===== src/rtl/boot_unlock_pkg.sv =====
package boot_unlock_pkg;
   localparam int unsigned KEY_BYTE_W = 8;
   typedef logic [KEY_BYTE_W-1:0] key_byte_t;
endpackage


===== src/rtl/bul_key_matcher.sv =====
module bul_key_matcher
   import boot_unlock_pkg::*;
#(
   parameter int unsigned KEY_LEN = 8,
   parameter logic [KEY_LEN*KEY_BYTE_W-1:0] KEY = 64'hDEAD_BEEF_CAFE_BABE
) (
   input  logic      clk,
   input  logic      rst_n,
   input  logic      wr_hit,
   input  key_byte_t wr_byte,
   output logic      key_done
);
   localparam int unsigned PW = (KEY_LEN > 1) ? $clog2(KEY_LEN) : 1;
   localparam logic [PW-1:0] LAST_IDX = PW'(KEY_LEN - 1);
   localparam logic [PW-1:0] SECOND_IDX = PW'(1);

   if (KEY_LEN < 2) begin : g_bad_len
      $error("bul_key_matcher: KEY_LEN must be at least 2");
   end

   key_byte_t key_arr [KEY_LEN];

   for (genvar g = 0; g < KEY_LEN; g++) begin : g_key
      assign key_arr[g] = KEY[(KEY_LEN-1-g)*KEY_BYTE_W +: KEY_BYTE_W];
   end

   logic [PW-1:0] prog_q, prog_d;

   always_comb begin
      prog_d   = prog_q;
      key_done = 1'b0;
      if (wr_hit) begin
         if (wr_byte == key_arr[prog_q]) begin
            if (prog_q == LAST_IDX) begin
               prog_d   = '0;
               key_done = 1'b1;
            end else begin
               prog_d = prog_q + 1'b1;
            end
         end else if (wr_byte == key_arr[0]) begin
            prog_d = SECOND_IDX;
         end else begin
            prog_d = '0;
         end
      end
   end

   always_ff @(posedge clk or negedge rst_n) begin
      if (!rst_n) prog_q <= '0;
      else        prog_q <= prog_d;
   end
endmodule


===== src/rtl/bul_mode_reg.sv =====
module bul_mode_reg (
   input  logic clk,
   input  logic rst_n,
   input  logic enter,
   input  logic leave,
   output logic mode
);
   always_ff @(posedge clk or negedge rst_n) begin
      if (!rst_n)     mode <= 1'b0;
      else if (enter) mode <= 1'b1;
      else if (leave) mode <= 1'b0;
   end
endmodule


===== src/rtl/bul_id_port.sv =====
module bul_id_port #(
   parameter int unsigned AW = 4,
   parameter int unsigned DW = 32,
   parameter logic [AW-1:0] ID_ADDR = 4'd2,
   parameter logic [DW-1:0] ID_CODE = 32'h5356_4543,
   parameter bit RD_REGISTERED = 1'b1
) (
   input  logic          clk,
   input  logic          rst_n,
   input  logic          rd_en,
   input  logic [AW-1:0] rd_addr,
   output logic [DW-1:0] rd_data
);
   logic          id_sel;
   logic [DW-1:0] rd_next;

   assign id_sel  = rd_en && (rd_addr == ID_ADDR);
   assign rd_next = id_sel ? ID_CODE : '0;

   if (RD_REGISTERED) begin : g_reg
      always_ff @(posedge clk or negedge rst_n) begin
         if (!rst_n) rd_data <= '0;
         else        rd_data <= rd_next;
      end
   end else begin : g_comb
      assign rd_data = rd_next;
   end
endmodule


===== src/rtl/boot_unlock_ctrl.sv =====
module boot_unlock_ctrl
   import boot_unlock_pkg::*;
#(
   parameter int unsigned AW = 4,
   parameter int unsigned DW = 32,
   parameter int unsigned KEY_LEN = 8,
   parameter logic [KEY_LEN*KEY_BYTE_W-1:0] KEY = 64'hDEAD_BEEF_CAFE_BABE,
   parameter logic [AW-1:0] TRIG_ADDR = 4'd0,
   parameter logic [AW-1:0] CTRL_ADDR = 4'd1,
   parameter logic [AW-1:0] ID_ADDR = 4'd2,
   parameter int unsigned EXIT_BIT = 0,
   parameter logic [DW-1:0] ID_CODE = 32'h5356_4543,
   parameter bit RD_REGISTERED = 1'b1
) (
   input  logic          clk,
   input  logic          rst_n,
   input  logic          bus_we,
   input  logic          bus_re,
   input  logic [AW-1:0] bus_addr,
   input  logic [DW-1:0] bus_wdata,
   output logic [DW-1:0] bus_rdata,
   output logic          boot_mode,
   output logic          app_disable,
   output logic          loader_grant
);
   if (DW < KEY_BYTE_W) begin : g_bad_dw
      $error("boot_unlock_ctrl: DW must hold one key byte");
   end
   if (EXIT_BIT >= DW) begin : g_bad_exit
      $error("boot_unlock_ctrl: EXIT_BIT outside the data word");
   end
   if (TRIG_ADDR == CTRL_ADDR || TRIG_ADDR == ID_ADDR || CTRL_ADDR == ID_ADDR) begin : g_bad_map
      $error("boot_unlock_ctrl: register addresses must differ");
   end

   logic trig_wr, exit_wr, key_done, mode_q;
   logic unused_wdata;

   assign trig_wr      = bus_we && (bus_addr == TRIG_ADDR);
   assign exit_wr      = bus_we && (bus_addr == CTRL_ADDR) && bus_wdata[EXIT_BIT];
   assign unused_wdata = ^bus_wdata;

   bul_key_matcher #(.KEY_LEN(KEY_LEN), .KEY(KEY)) u_match (
      .clk      (clk),
      .rst_n    (rst_n),
      .wr_hit   (trig_wr),
      .wr_byte  (bus_wdata[KEY_BYTE_W-1:0]),
      .key_done (key_done)
   );

   bul_mode_reg u_mode (
      .clk   (clk),
      .rst_n (rst_n),
      .enter (key_done),
      .leave (exit_wr),
      .mode  (mode_q)
   );

   bul_id_port #(
      .AW(AW), .DW(DW), .ID_ADDR(ID_ADDR), .ID_CODE(ID_CODE),
      .RD_REGISTERED(RD_REGISTERED)
   ) u_id (
      .clk     (clk),
      .rst_n   (rst_n),
      .rd_en   (bus_re),
      .rd_addr (bus_addr),
      .rd_data (bus_rdata)
   );

   assign boot_mode    = mode_q;
   assign app_disable  = mode_q;
   assign loader_grant = mode_q;
endmodule


===== config.mk =====
export PLATFORM = sky130hd
export DESIGN_NAME = boot_unlock_ctrl
export DESIGN_NICKNAME = d
export VERILOG_FILES = /design/src/rtl/boot_unlock_pkg.sv /design/src/rtl/bul_key_matcher.sv /design/src/rtl/bul_mode_reg.sv /design/src/rtl/bul_id_port.sv /design/src/rtl/boot_unlock_ctrl.sv
export SDC_FILE = /design/constraint.sdc
export NUM_CORES = 1
export LEC_CHECK = 0
export ABC_AREA = 1
export CAP_MARGIN = 10
export CORE_ASPECT_RATIO = 1.2
export CORE_MARGIN = 5
export CORE_UTILIZATION = 32
export CTS_BUF_LIST = sky130_fd_sc_hd__clkbuf_16
export CTS_CLUSTER_DIAMETER = 120
export DETAILED_ROUTE_END_ITERATION = 12
export PLACE_DENSITY = 0.85
export SETUP_SLACK_MARGIN = 0.3
export SLEW_MARGIN = 30
export SYNTH_ARGS = -nofsm -noshare
export SYNTH_HDL_FRONTEND = slang
export SYNTH_HIERARCHICAL = 1
export SYNTH_SLANG_ARGS = --single-unit
export TNS_END_PERCENT = 30

===== constraint.sdc =====
create_clock -name clk -period 4 [get_ports clk]
set_clock_uncertainty 0.2 [all_clocks]
set_input_delay 0.6 -clock clk [delete_from_list [all_inputs] [get_ports clk]]
set_output_delay 0.6 -clock clk [all_outputs]
set_load 0.01 [all_outputs]

# Yosys cells after proc, flatten, opt, wreduce, memory -nomap -nowiden
# Memories as Yosys holds them, arrays and structs flattened.
# Cells that the tools add are included.
[totals] register_bits=36 wordCells=29 n_memories=1 romBits=64 out_inout_bits=35
[memory_table] name="(name not given)" depth=8 width=8 rd=1 rd_clocked_by_memory_dff=0 write_ports=0 line="bul_key_matcher.sv:33" text="if (wr_byte == key_arr[prog_q]) begin"
[classes] reduce_logical=6 n_addsub=1 n_eq_ne=5 n_bitwise=1 mux=11 order_cmp=1
[op_table] operator="$mux 31" n=1
[op_table] operator="$mux 8" n=2
[op_table] operator="$eq 8x8->1" n=1
[op_table] operator="$eq 8x8->1 const B" n=1
[op_table] operator="$mux 1" n=6
[op_table] operator="$mux 3" n=2
[op_table] operator="$eq 4x1->1 const B" n=1
[op_table] operator="$eq 4x2->1 const B" n=1
[op_table] operator="$ge 4x4->1 const B" n=1
[op_table] operator="$logic_and 1x1->1" n=4
[op_table] operator="$logic_not 4->1" n=1
[op_table] operator="$not 3->4" n=1
[op_table] operator="$add 3x1->3 const B" n=1
[op_table] operator="$eq 3x3->1 const B" n=1
[op_table] operator="$reduce_bool 2->1" n=1

# Longest topological paths before layout
[depth] depth_word=8 mapped_depth=12 depth_no_buf=12

# Modules after synthesis
# Netlist, hierarchy kept.
[modules_own_cells] module="bul_key_matcher" seq_area_each_um2=75.1 n_inst=1 area_per_inst_um2=400.4 cells_per_inst=70
[modules_own_cells] module="bul_id_port" seq_area_each_um2=25.0 n_inst=1 area_per_inst_um2=292.8 cells_per_inst=39
[modules_own_cells] module="boot_unlock_ctrl" seq_area_each_um2=0.0 n_inst=1 area_per_inst_um2=46.3 cells_per_inst=10
[modules_own_cells] module="bul_mode_reg" seq_area_each_um2=25.0 n_inst=1 area_per_inst_um2=40.0 cells_per_inst=5

# Worst setup path after synthesis
# OpenSTA, ideal clock, no wires.
[synth_path] path_type="reg2reg" start="register u_match.prog_q[0]" end="register u_mode.mode" setup_time_ns=0.065 period_less_slack_ns=1.636 stages_incl_launch_ff=12 path_buffers=0 slack_ns=2.364 t_arrival_ns=1.371 cell_sequence="dfrtp_1 > inv_2 > ha_1 > nand2_1 > nand2_1 > nand2_1 > nand2_1 > nor3_1 > nand2_1 > nor3_2 > inv_1 > nand2_1"
[synth_between] elab_chain_cells=8
[synth_lines] item="from (decl)" line="bul_key_matcher.sv:27" text="logic [PW-1:0] prog_q, prog_d;"
[synth_lines] item="from (signal assigned)" line="bul_key_matcher.sv:50" text="else prog_q <= prog_d;"
[synth_lines] item="$not 3->4 (implied by the code)" line="bul_key_matcher.sv:33"
[synth_lines] item="$mem_v2 8x8"
[synth_lines] item="$mux 8 (implied by the code) (2 in series)" line="bul_key_matcher.sv:33"
[synth_lines] item="$eq 8x8->1" line="bul_key_matcher.sv:33"
[synth_lines] item="$mux 1 *" line="bul_key_matcher.sv:33"
[synth_lines] item="$mux 1 *" line="bul_key_matcher.sv:32" text="if (wr_hit) begin"
[synth_lines] item="via key_done" line="boot_unlock_ctrl.sv:36" text="logic trig_wr, exit_wr, key_done, mode_q;"
[synth_lines] item="$mux 1 or $reduce_bool 2->1 (tied branches)"
[synth_lines] item="to (signal assigned)" line="bul_mode_reg.sv:9" text="if (!rst_n) mode <= 1'b0;"
[synth_lines] item="to (signal assigned)" line="bul_mode_reg.sv:10" text="else if (enter) mode <= 1'b1;"
[synth_lines] item="to (signal assigned)" line="bul_mode_reg.sv:11" text="else if (leave) mode <= 1'b0;"
[synth_lines] item="to (decl)" line="bul_mode_reg.sv:6" text="output logic mode"
# Mark *: on every way through the listed nets, which the timed path passes. The rest lies on a longest branch. The select of a mux whose other input is x is not followed.
# A chain may end at the register's enable or synchronous reset.

==> out/results.ini <==
[global_routing]
grt_util_all_layers = 0.0939
busiest_layer = met2
use_met3 = 0.0140
grt_max_degree = 15
met1_usage = 0.0959
overflow = 0
grt_pass1_vias = 598
antenna_found_initial = 0
met2_usage = 0.166
grt_pass1_wl_mm = 2.46

[finish]
synthToLayoutAreaGrowth_pct = 32.6
register_area_um2 = 125
stdcell_count = 175
fin_nets = 189
utilization = 0.448
drive_gt1_frac = 0.0833
multi_input_area_um2 = 407
n_antenna_cell = 0
fillers = 232

[die]
num_rows = 19
die_width_um = 55.1
start_util = 0.338
pin_count = 75
fp.dieH_um = 64.1
core_area_mm2 = 0.00231
dieArea_mm2 = 0.00353

[placement]
dp_hpwl_mm = 1.32
gp_congestion = 0.746
placed_cells_incl_taps = 171
port_buffers = 32

[worst_setup_path]
arrival_ns = 1.38
critPathMaxFanout = 14
cpPeakStageDelay_ns = 0.62
path_class = flip-flop to output pin
cp.required_ns = 3.20
critPathSlowestCell = clkdlybuf4s50_1
cp-start-kind = flip-flop
cp_cell_sequence = clkdlybuf4s50_1
path_buf_inv = 1
end_kind = output pin
cp_top_family = buffers and inverters

[run_status]
status = finished, final reports clean

[synth]
ys_types = 17
synth_common_cells = nand2_1 (39), buf_4 (33), inv_1 (14), nor2_1 (8)
synth.area.top_cells = buf_4 (32%), nand2_1 (19%), dfrtp_1 (16%), inv_1 (6.7%), ha_1 (6.4%)
syn_area_um2 = 779
ys_seq_area_frac = 0.161
async_flop_share = 1.00
yosysTopAreaCellShare = 0.318
netlist_instances = 124
synth_edf_count = 0
yosys_warnings = 6
synth.largest_area_cell = buf_4
yosysMostFrequentCell = nand2_1
synth.avg_cell_area_um2 = 6.29
synth_top_flop_cell = dfrtp_1
yosys_register_bits = 5

[timing]
max_freq_mhz = 459
rsz0062_at_grt = false
period_needed_ns = 2.18
hold_viol_final = 0
fin_crit_sh = 0.544
slew_viol_final = 0
fin_setup_tns_ns = 0
setup_viol = 0

[detailed_routing]
wire_per_inst_um = 8.85
first_pass_iters = 3
avgViaCountPerCell = 3.95
ant_nets = 0
drtIter0Drc = 12
totalWireLength_mm = 1.55
via_count = 692
drc = 0

[cts]
path_clk_slew_ns = 0.03
cts_post_setup_buffers_inserted = 0
cts_resized = 0
numCtsBuffers = 3
h-tree-depth = 1
cts_root_buf = clkbuf_16
cts_hold_buffers = 0
clockBufferDepth = 2
insertion_delay_ns = 0.23
clock-sinks = 5
cts_tree = yes

[power_and_ir_drop]
p_per_area_mw_per_mm2 = 292
ir_worst_vdd_v = 0.000191
p_leak_uw = 0.000535
power_uw = 302

[worst_hold_path]
hold_class = flip-flop to flip-flop

[run]
maxCapViolCount = 0

layout by cell type (no fill, tap or decap):
cell type        Yosys  routed
conb_1               1      18
o22ai_1              2       2
ha_1                 4       4
nand3_2              2       2
nand2_2              1       1
clkdlybuf4s50_1      0      32
inv_1               14      15
nand3b_1             2       2
nand4_1              1       1
nor3_2               1       1
nor2_1               8       8
nand2_1             39      39
nor2_2               2       2
dfrtp_1              5       5
nand3_1              5       5
inv_2                3       3
nor3_1               1       1
clkbuf_16            0       3
final cells by class:
cell class,instances,share of cell area
clock inverter,1,0.00363
timing repair buffer,32,0.310
tap,31,0.0375
multi-input combinational,86,0.393
inverter,17,0.0617
sequential,5,0.121
clock buffer,3,0.0726
per-stage QoR:
stage,hold WS [ns],cell area (um2),setup WS (ns)
finish,0.337,1030,1.82
global route,0.401,1030,1.73
CTS,0.345,1030,1.79
detailed placement,0.317,955,1.88
global placement,0.315,955,1.89
floorplan,0.104,843,2.36
worst paths after layout:
path                                   start                end  slack (ns)  cells past startpoint
setup / recovery            u_id/rd_data[28]      bus_rdata[17]        1.82                      1
hold / removal                   u_mode/mode        u_mode/mode        0.34                      2
setup reg to reg           u_match/prog_q[0]        u_mode/mode        2.20                     11
hold reg to reg                  u_mode/mode        u_mode/mode        0.34                      2
max in group asynchronous              rst_n        u_mode/mode        3.04                      1
min in group asynchronous              rst_n  u_match/prog_q[2]        0.38                      1
sequential cells by signal, summed over array words and instances, names as in the netlist:
register        flops
u_mode/mode         1
u_match/prog_q      3
u_id/rd_data        1
per-layer routing:
layer,vias up,wire length (um)
met5,-,0
met4,0,32
met3,3,143
met2,28,846
met1,295,527
li1,366,-
tightest hold or removal path: stages, from the launching register on:
cell     delay, ns
dfrtp_1       0.39
nand2_1       0.07
nand2_1       0.05
cell families after synthesis:
family,after synthesis,synth area share
and+or+nand+nor,62,0.355
buffers and inverters,50,0.400
DFF,5,0.161
adders and majority gates,4,0.0642
AOI/OAI and AO/OA,2,0.0160
other,1,0.00481
power by group:
part / internal [uW] / switching [uW] / total (uW)
sequential: 55.0 / 5.27 / 60.2
clock: 130 / 34.8 / 164
combinational: 34.2 / 42.9 / 77.1
(Power assumes the default switching activity.)
